<file path="src/rtl/dram_ptr_pkg.sv">
package dram_ptr_pkg;

  // Strobes from the control half to the pointer datapath
  typedef struct packed {
    logic loadX;     // in-range column load
    logic loadY;     // in-range bank load
    logic advance;   // move the pointer by one byte
    logic vertical;  // bank-first order for this advance
  } ptr_ctl_t;

endpackage

</file>
<file path="src/rtl/dram_ptr_ctrl.sv">
module dram_ptr_ctrl
  import dram_ptr_pkg::*;
#(
  parameter int NUM_COLS  = 102,
  parameter int NUM_BANKS = 9,
  localparam int XW = $clog2(NUM_COLS),
  localparam int YW = $clog2(NUM_BANKS)
) (
  input  logic          setXValid,
  input  logic [XW-1:0] setXValue,
  input  logic          setYValid,
  input  logic [YW-1:0] setYValue,
  input  logic          rdStrobe,
  input  logic          wrStrobe,
  input  logic          vertMode,
  input  logic          rmwMode,
  output ptr_ctl_t      ctl
);

  localparam logic [XW-1:0] LAST_X = XW'(NUM_COLS - 1);
  localparam logic [YW-1:0] LAST_Y = YW'(NUM_BANKS - 1);

  logic anyLoad;
  logic accessCounts;

  // Any load strobe, legal or not, claims the cycle
  assign anyLoad = setXValid | setYValid;

  // Reads count only outside read-modify-write mode
  assign accessCounts = wrStrobe | (rdStrobe & ~rmwMode);

  always_comb begin
    ctl          = '0;
    ctl.loadX    = setXValid & (setXValue <= LAST_X);
    ctl.loadY    = setYValid & (setYValue <= LAST_Y);
    ctl.advance  = accessCounts & ~anyLoad;
    ctl.vertical = vertMode;
  end

endmodule

</file>
<file path="src/rtl/dram_ptr_datapath.sv">
module dram_ptr_datapath
  import dram_ptr_pkg::*;
#(
  parameter int NUM_COLS  = 102,
  parameter int NUM_BANKS = 9,
  parameter int BYTE_W    = 8,
  localparam int XW = $clog2(NUM_COLS),
  localparam int YW = $clog2(NUM_BANKS),
  localparam int AW = $clog2(NUM_COLS * NUM_BANKS)
) (
  input  logic              clk,
  input  logic              rstN,
  input  ptr_ctl_t          ctl,
  input  logic [XW-1:0]     setXValue,
  input  logic [YW-1:0]     setYValue,
  input  logic              mirrorX,
  output logic [XW-1:0]     ptrX,
  output logic [YW-1:0]     ptrY,
  output logic [XW-1:0]     physCol,
  output logic [AW-1:0]     ramAddr,
  output logic [BYTE_W-1:0] wrMask
);

  localparam logic [XW-1:0] LAST_X = XW'(NUM_COLS - 1);
  localparam logic [YW-1:0] LAST_Y = YW'(NUM_BANKS - 1);

  logic [XW-1:0] xQ, xD, xInc;
  logic [YW-1:0] yQ, yD, yInc;
  logic          xAtEnd, yAtEnd;

  assign xAtEnd = (xQ == LAST_X);
  assign yAtEnd = (yQ == LAST_Y);
  assign xInc   = xAtEnd ? '0 : xQ + XW'(1);
  assign yInc   = yAtEnd ? '0 : yQ + YW'(1);

  // Next-pointer selection: loads, then one of the two orders
  always_comb begin
    xD = xQ;
    yD = yQ;
    if (ctl.loadX || ctl.loadY) begin
      if (ctl.loadX) xD = setXValue;
      if (ctl.loadY) yD = setYValue;
    end else if (ctl.advance) begin
      if (ctl.vertical) begin
        yD = yInc;
        if (yAtEnd) xD = xInc;
      end else begin
        xD = xInc;
        if (xAtEnd) yD = yInc;
      end
    end
  end

  always_ff @(posedge clk) begin
    if (!rstN) begin
      xQ <= '0;
      yQ <= '0;
    end else begin
      xQ <= xD;
      yQ <= yD;
    end
  end

  assign ptrX = xQ;
  assign ptrY = yQ;

  // Column mirroring
  assign physCol = mirrorX ? (LAST_X - xQ) : xQ;

  // Linear address: concatenate when the column count is a power of two
  generate
    if (NUM_COLS == (1 << XW)) begin : g_addrConcat
      assign ramAddr = AW'({yQ, physCol});
    end else begin : g_addrMul
      assign ramAddr = AW'(yQ) * AW'(NUM_COLS) + AW'(physCol);
    end
  endgenerate

  // The last bank stores only the top bit of a byte
  assign wrMask = yAtEnd ? {1'b1, {(BYTE_W-1){1'b0}}} : {BYTE_W{1'b1}};

endmodule

</file>
<file path="src/rtl/dram_addr_ptr.sv">
module dram_addr_ptr
  import dram_ptr_pkg::*;
#(
  parameter int NUM_COLS  = 102,
  parameter int NUM_BANKS = 9,
  parameter int BYTE_W    = 8,
  localparam int XW = $clog2(NUM_COLS),
  localparam int YW = $clog2(NUM_BANKS),
  localparam int AW = $clog2(NUM_COLS * NUM_BANKS)
) (
  input  logic              clk,
  input  logic              rstN,
  input  logic              setXValid,
  input  logic [XW-1:0]     setXValue,
  input  logic              setYValid,
  input  logic [YW-1:0]     setYValue,
  input  logic              rdStrobe,
  input  logic              wrStrobe,
  input  logic              vertMode,
  input  logic              rmwMode,
  input  logic              mirrorX,
  output logic [XW-1:0]     ptrX,
  output logic [YW-1:0]     ptrY,
  output logic [XW-1:0]     physCol,
  output logic [AW-1:0]     ramAddr,
  output logic [BYTE_W-1:0] wrMask
);

  ptr_ctl_t ctl;

  dram_ptr_ctrl #(
    .NUM_COLS (NUM_COLS),
    .NUM_BANKS(NUM_BANKS)
  ) u_ctrl (
    .setXValid(setXValid),
    .setXValue(setXValue),
    .setYValid(setYValid),
    .setYValue(setYValue),
    .rdStrobe (rdStrobe),
    .wrStrobe (wrStrobe),
    .vertMode (vertMode),
    .rmwMode  (rmwMode),
    .ctl      (ctl)
  );

  dram_ptr_datapath #(
    .NUM_COLS (NUM_COLS),
    .NUM_BANKS(NUM_BANKS),
    .BYTE_W   (BYTE_W)
  ) u_dp (
    .clk      (clk),
    .rstN     (rstN),
    .ctl      (ctl),
    .setXValue(setXValue),
    .setYValue(setYValue),
    .mirrorX  (mirrorX),
    .ptrX     (ptrX),
    .ptrY     (ptrY),
    .physCol  (physCol),
    .ramAddr  (ramAddr),
    .wrMask   (wrMask)
  );

endmodule

</file>
<file path="config.mk">
export PLATFORM = sky130hd
export DESIGN_NAME = dram_addr_ptr
export DESIGN_NICKNAME = d
export VERILOG_FILES = /design/src/rtl/dram_ptr_pkg.sv /design/src/rtl/dram_ptr_ctrl.sv /design/src/rtl/dram_ptr_datapath.sv /design/src/rtl/dram_addr_ptr.sv
export SDC_FILE = /design/constraint.sdc
export NUM_CORES = 1
export LEC_CHECK = 0
export ABC_AREA = 0
export BUFFER_PORTS_ARGS = -buffer_cell sky130_fd_sc_hd__buf_2
export CORE_MARGIN = 5
export CORE_UTILIZATION = 40
export DETAILED_ROUTE_END_ITERATION = 6
export PLACE_DENSITY = 0.76
export SKIP_LAST_GASP = 1
export SLEW_MARGIN = 15
export SYNTH_ARGS = -nofsm -noshare
export SYNTH_HDL_FRONTEND = slang
export SYNTH_SLANG_ARGS = --single-unit
</file>
<file path="constraint.sdc">
create_clock -name clk -period 3.68 [get_ports clk]
set_clock_uncertainty 0.15 [all_clocks]
set_input_delay 0.552 -clock clk [delete_from_list [all_inputs] [get_ports clk]]
set_output_delay 0.552 -clock clk [all_outputs]
set_load 0.01 [all_outputs]
</file>
After elaboration in Yosys (flattened, before gate mapping)
Index checks and enable logic that the tools add are counted.
- register bits after elaboration: 11
- bits of input ports: 20
- word-level logic and storage cells: 41
- RAM bits: 0
- output and inout port bits: 36
- memories: 0
- latch bits: 0
- bits in read-only memories: 0
- shift operators: 0
- reduce and logical (&&, ||, !) cells: 5
- equality and inequality tests: 5
- mux-type cells: 14
- divide/modulo/power cells: 0
- add/sub/neg operators: 4
- $mul: 1
- magnitude comparators: 2
- bitwise logic cells: 8
- operators with widths (cell ; count):
    $mux 7 ; 8
    $mux 4 ; 6
    $add 10x7->10 ; 1
    $mul 4x6->9 const B ; 1
    $add 7x1->7 const B ; 1
    $eq 7x7->1 const B ; 1
    $le 7x7->1 const B ; 1
    $sub 7x7->7 const A ; 1
    $reduce_and 3->1 ; 2
    $add 4x1->4 const B ; 1
    $and 1x1->1 ; 4
    $eq 4x4->1 const B ; 1
    $le 4x4->1 const B ; 1
    $ne 2x1->1 const B ; 2
    $ne 3x1->1 const B ; 1
    $reduce_bool 3->1 ; 1
    $not 1->1 ; 2
    $or 1x1->1 ; 2
    $reduce_bool 2->1 ; 1
    $logic_or 1x1->1 ; 1

Longest topological paths before layout
- word-level depth: 6
- mapped depth: 12
- gate-level depth less buffers: 12

Cells and area by module
From an unflattened synthesis, not the netlist that was laid out.
- cells, all modules: 194
- area, all modules: 1519.0 µm²
- by module, submodules not included (module ; times used ; cells each ; seq. area each (µm²) ; area an instance (µm²)):
    dram_ptr_datapath ; 1 ; 185 ; 220.2 ; 1456.4
    dram_ptr_ctrl ; 1 ; 9 ; 0.0 ; 62.6

Least setup slack after synthesis
OpenSTA, ideal clock, no wires.
- kind: register to output
- start point: register u_dp.yQ[2] (netlist: u_dp.ptrY[2])
- end point: output ramAddr[8]
- path slack: 0.382 ns
- stages on the path, launching flop included: 12
- arrival time: 2.596 ns
- buffers on the path: 0
- required time: 2.978 ns
- path through: dfxtp_1 -> inv_1 -> ha_1 -> inv_1 -> ha_1 -> ha_1 -> ha_1 -> nand2_1 -> o21ai_1 -> nor4_1 -> nor4b_2 -> xor2_1
- longest elaborated chain between the ends: 2
- ends and longest elaborated chain (what ; RTL line ; source):
    start, declared ; dram_ptr_datapath.sv:28 ; logic [YW-1:0] yQ, yD, yInc;
    start signal, assigned ; dram_ptr_datapath.sv:60 ; yQ <= yD;
    $mul 4x6->9 ; dram_ptr_datapath.sv:75 ; assign ramAddr = AW'(yQ) * AW'(NUM_COLS) + AW'(physCol);
    $add 10x7->10 ; dram_ptr_datapath.sv:75 ;
    end, declared ; dram_addr_ptr.sv:25 ; output logic [AW-1:0] ramAddr,
Every way passes these cells.

Worst setup path in the final report
Ends and elaborated chain as after synthesis.

==> results.toml <==
[logic_synthesis]
ys_seq_elements = 11
yosys-top-cells-area = "ha_1, dfxtp_1, nand2_1, xnor2_1, buf_4"
ys.flop_type = "dfxtp_1"
avgSynthCellArea_um2 = 7.65
netlist.area_leader.share_pct = 18.3
syn_nets = 239
seq_area_frac_synth_pct = 14.7
synth_area_leader_cell = "ha_1"
synth_warnings = 0
syn_area_mm2 = 0.00150
synth-edff-count = 0
async_reset_ff_share_pct = 0
synthesis.instances = 196
synthDistinctLibCells = 45

[final_layout]
seq_area_um2 = 221
post-route-util_pct = 50.4
drive_gt1_share_pct = 31.3
layout.nets = 284
multiInputGateArea_mm2 = 0.00119
area_growth_pct = 23.1
num-fill-cells = 367
diodes = 0

[worst_setup_path]
crit_slowest_cell = "dfxtp_2"
r2r_start = "u_dp.ptrY[0]"
required_ns = 2.98
cpLargestDelayFamily = "adder cells"
cp.arrival_ns = 2.75
crit_chain = "inv_1, ha_1, inv_1, ha_2, ha_4, ha_4, nand2_1, o21ai_2, nor4_1, nor4b_2, xor2_1, buf_2"
reg2reg_to = "u_dp.ptrX[4]"
max_stage_delay_ns = 0.36
reg2regPathDepth = 7
crit_buf_inv = 3
critPathLaunchType = "flip-flop"
rrSetupSlack_ns = 1.65
crit_type = "reg -> out"
crit_path_end_kind = "output pin"
crit_fanout = 5

[die]
start_util_pct = 41.0
rows = 22
core-area_mm2 = 0.00366
die_h_um = 71.2
die_w_um = 71.2
ios = 56
die_area_mm2 = 0.00508

[hold_path]
hold_path.startpoint = "u_dp.ptrY[2]"
holdPathStages = 2
min_path_type = "reg -> reg"
hold_path_end = "u_dp.ptrY[2]"

[global_route]
grt_usage_pct = 13.9
grt_max_degree = 16
antenna_found_initial = 0
grt_pass1_wl_um = 6000
gr-total-overflow = 0
first_global_vias = 1291

[placement]
port_buffers = 54
place_hpwl_um = 3070
place_congestion = 0.812
dp_slack_ns = 0.215

[timing]
report.final.slew_viol_count = 0
setup_violations = 0
rsz0062_at_grt = "no"
worstMarginPinSlew_ns = 0.590
max_freq_ghz = 0.290
tns_ns = 0
period_share_pct = 93.7
finalHoldViolCount = 0
relSlewSlack_pct = 60.3
final.setup.worst_slack_ns = 0.231
period_needed_ns = 3.45

[clocking]
numCtsBuffers = 3
cts_tree = "built"
clockRootBuffer = "clkbuf_8"
clk_latency_ns = 0.23
clk_pin_slew_ns = 0.05
cts_buffer_depth = 2
cts_sinks = 11
hold_buffers = 0
cts-htree-levels = 1

[power_and_ir_drop]
p_leak_uw = 0.000895
switching_power_uw = 251
pwr-share-seq_pct = 24.6
p_per_area_mw_per_mm2 = 332
ir_drop_mv = 0.255
switching_share_pct = 41.0
p_int_uw = 362
clockPowerShare_pct = 19.3
power_frac_comb_pct = 56.2

[routing]
first_iter_violations = 96
vias = 1498
dr.pass1.iters = 4
via_per_inst = 5.20
wl_per_cell_um = 13.0
drc = 0
antenna_left = 0
finalWirelength_um = 3760

[run_status]
outcome = "finished clean"

[run]
drv_cap = 0
## cells by family (layout without fill, tap and decap cells)
kind of cell,after synthesis,after routing,share of synthesized area [%]
and+or+nand+nor,63,63,20.3
AOI/OAI and AO/OA,46,46,20.4
buffers and inverters,29,73,10.7
adders and majority gates,23,23,19.7
xor gates and xnor gates,17,17,9.92
DFF,11,11,14.7
muxes,6,6,4.09
other,1,1,0.250
## registers in the layout, summed over array words and instances (netlist names)
name,count
u_dp.ptrX,7
u_dp.ptrY,4
## worst max path at each step
stage            startpoint          to  depth (start not counted)
2_1_floorplan  u_dp.ptrY[2]  ramAddr[8]                         11
3_3_place_gp   u_dp.ptrY[2]  ramAddr[8]                         12
3_5_place_dp   u_dp.ptrY[2]  ramAddr[9]                         13
4_1_cts        u_dp.ptrY[2]  ramAddr[9]                         13
5_1_grt        u_dp.ptrY[2]  ramAddr[8]                         12
6_report       u_dp.ptrY[2]  ramAddr[8]                         12
## worst reg2reg max path, stage by stage (launching register included)
cell and delay [ns]:
dfxtp_1 0.50, inv_1 0.11, ha_1 0.20, and2_1 0.18, o221ai_1 0.27, nand2_1 0.19, nand2_1 0.21, o22ai_1 0.12
## power groups by stage
stage	clock network, uW	registers, uW	logic [uW]
after floorplan	0	148	226
after global placement	0	153	311
after detailed placement	0	153	318
after CTS	119	151	319
after global routing	128	153	380
final	118	151	344
## placed cells by master (no fill, tap or decap), types with 2 or more instances in the layout
cell type / netlist / final
a21oi_1: 7 / 6
mux2i_1: 5 / 5
ha_1: 22 / 16
nor2_1: 11 / 11
a21oi_2: 1 / 2
xor2_1: 7 / 7
o21ai_1: 8 / 7
o31ai_1: 2 / 2
buf_2: 2 / 54
inv_1: 14 / 14
ha_4: 0 / 4
clkbuf_8: 0 / 3
o21a_1: 2 / 2
nor3_1: 3 / 3
o21ai_2: 2 / 3
nand2_1: 25 / 25
nand4_1: 2 / 2
dfxtp_1: 11 / 10
o31a_1: 2 / 2
nand3_1: 8 / 8
and2_1: 3 / 3
xnor2_1: 10 / 9
ha_2: 0 / 2
nor2b_1: 4 / 4
a31oi_1: 5 / 5
o22ai_1: 5 / 5
o21ai_0: 3 / 3
o32a_1: 2 / 2
## layout make-up
cell class              instances  area share (%)
multi-input cells             156            64.4
well taps                      48            3.25
inverters                      14            2.85
flip-flops and latches         11            12.0
clock buffers                   4            2.44
repair buffers                 55            15.0
## through the flow
stage | std cells | cell area, um2 | hold slack (ns) | power, uW
final | 288 | 1850 | 0.358 | 613
after global placement | 283 | 1720 | 0.363 | 464
after global routing | 288 | 1850 | 0.405 | 661
after floorplan | 196 | 1500 | 0.384 | 375
after detailed placement | 283 | 1720 | 0.371 | 470
after CTS | 287 | 1770 | 0.353 | 588
## Yosys cell counts (2+ instances only)
cell / n
nand2_1: 25
mux2i_1: 5
and2_1: 3
nor3_1: 3
ha_1: 22
xnor2_1: 10
o32a_1: 2
buf_2: 2
dfxtp_1: 11
o21ai_2: 2
o21ai_1: 8
o31a_1: 2
inv_1: 14
nor2_1: 11
o21a_1: 2
nand4_1: 2
nand3_1: 8
a31oi_1: 5
o21ai_0: 3
buf_4: 9
o22ai_1: 5
clkbuf_1: 2
o31ai_1: 2
xor2_1: 7
buf_6: 2
a21oi_1: 7
nor2b_1: 4
## metal layers
metal	GRT usage (%)	vias up	part of all wire (%)
met1	19.7	672	47
met5	0	-	0
li1	-	769	-
met4	1.46	0	0.37
met3	3.09	2	7.1
met2	22.2	55	46
## repair_timing
action,4_1_cts,5_1_grt
setup buffers,0,1
gates resized for setup,1,9
pin swaps,1,4
setup endpoints to repair,2,3
No activity file was read; power rests on OpenSTA's default activity.
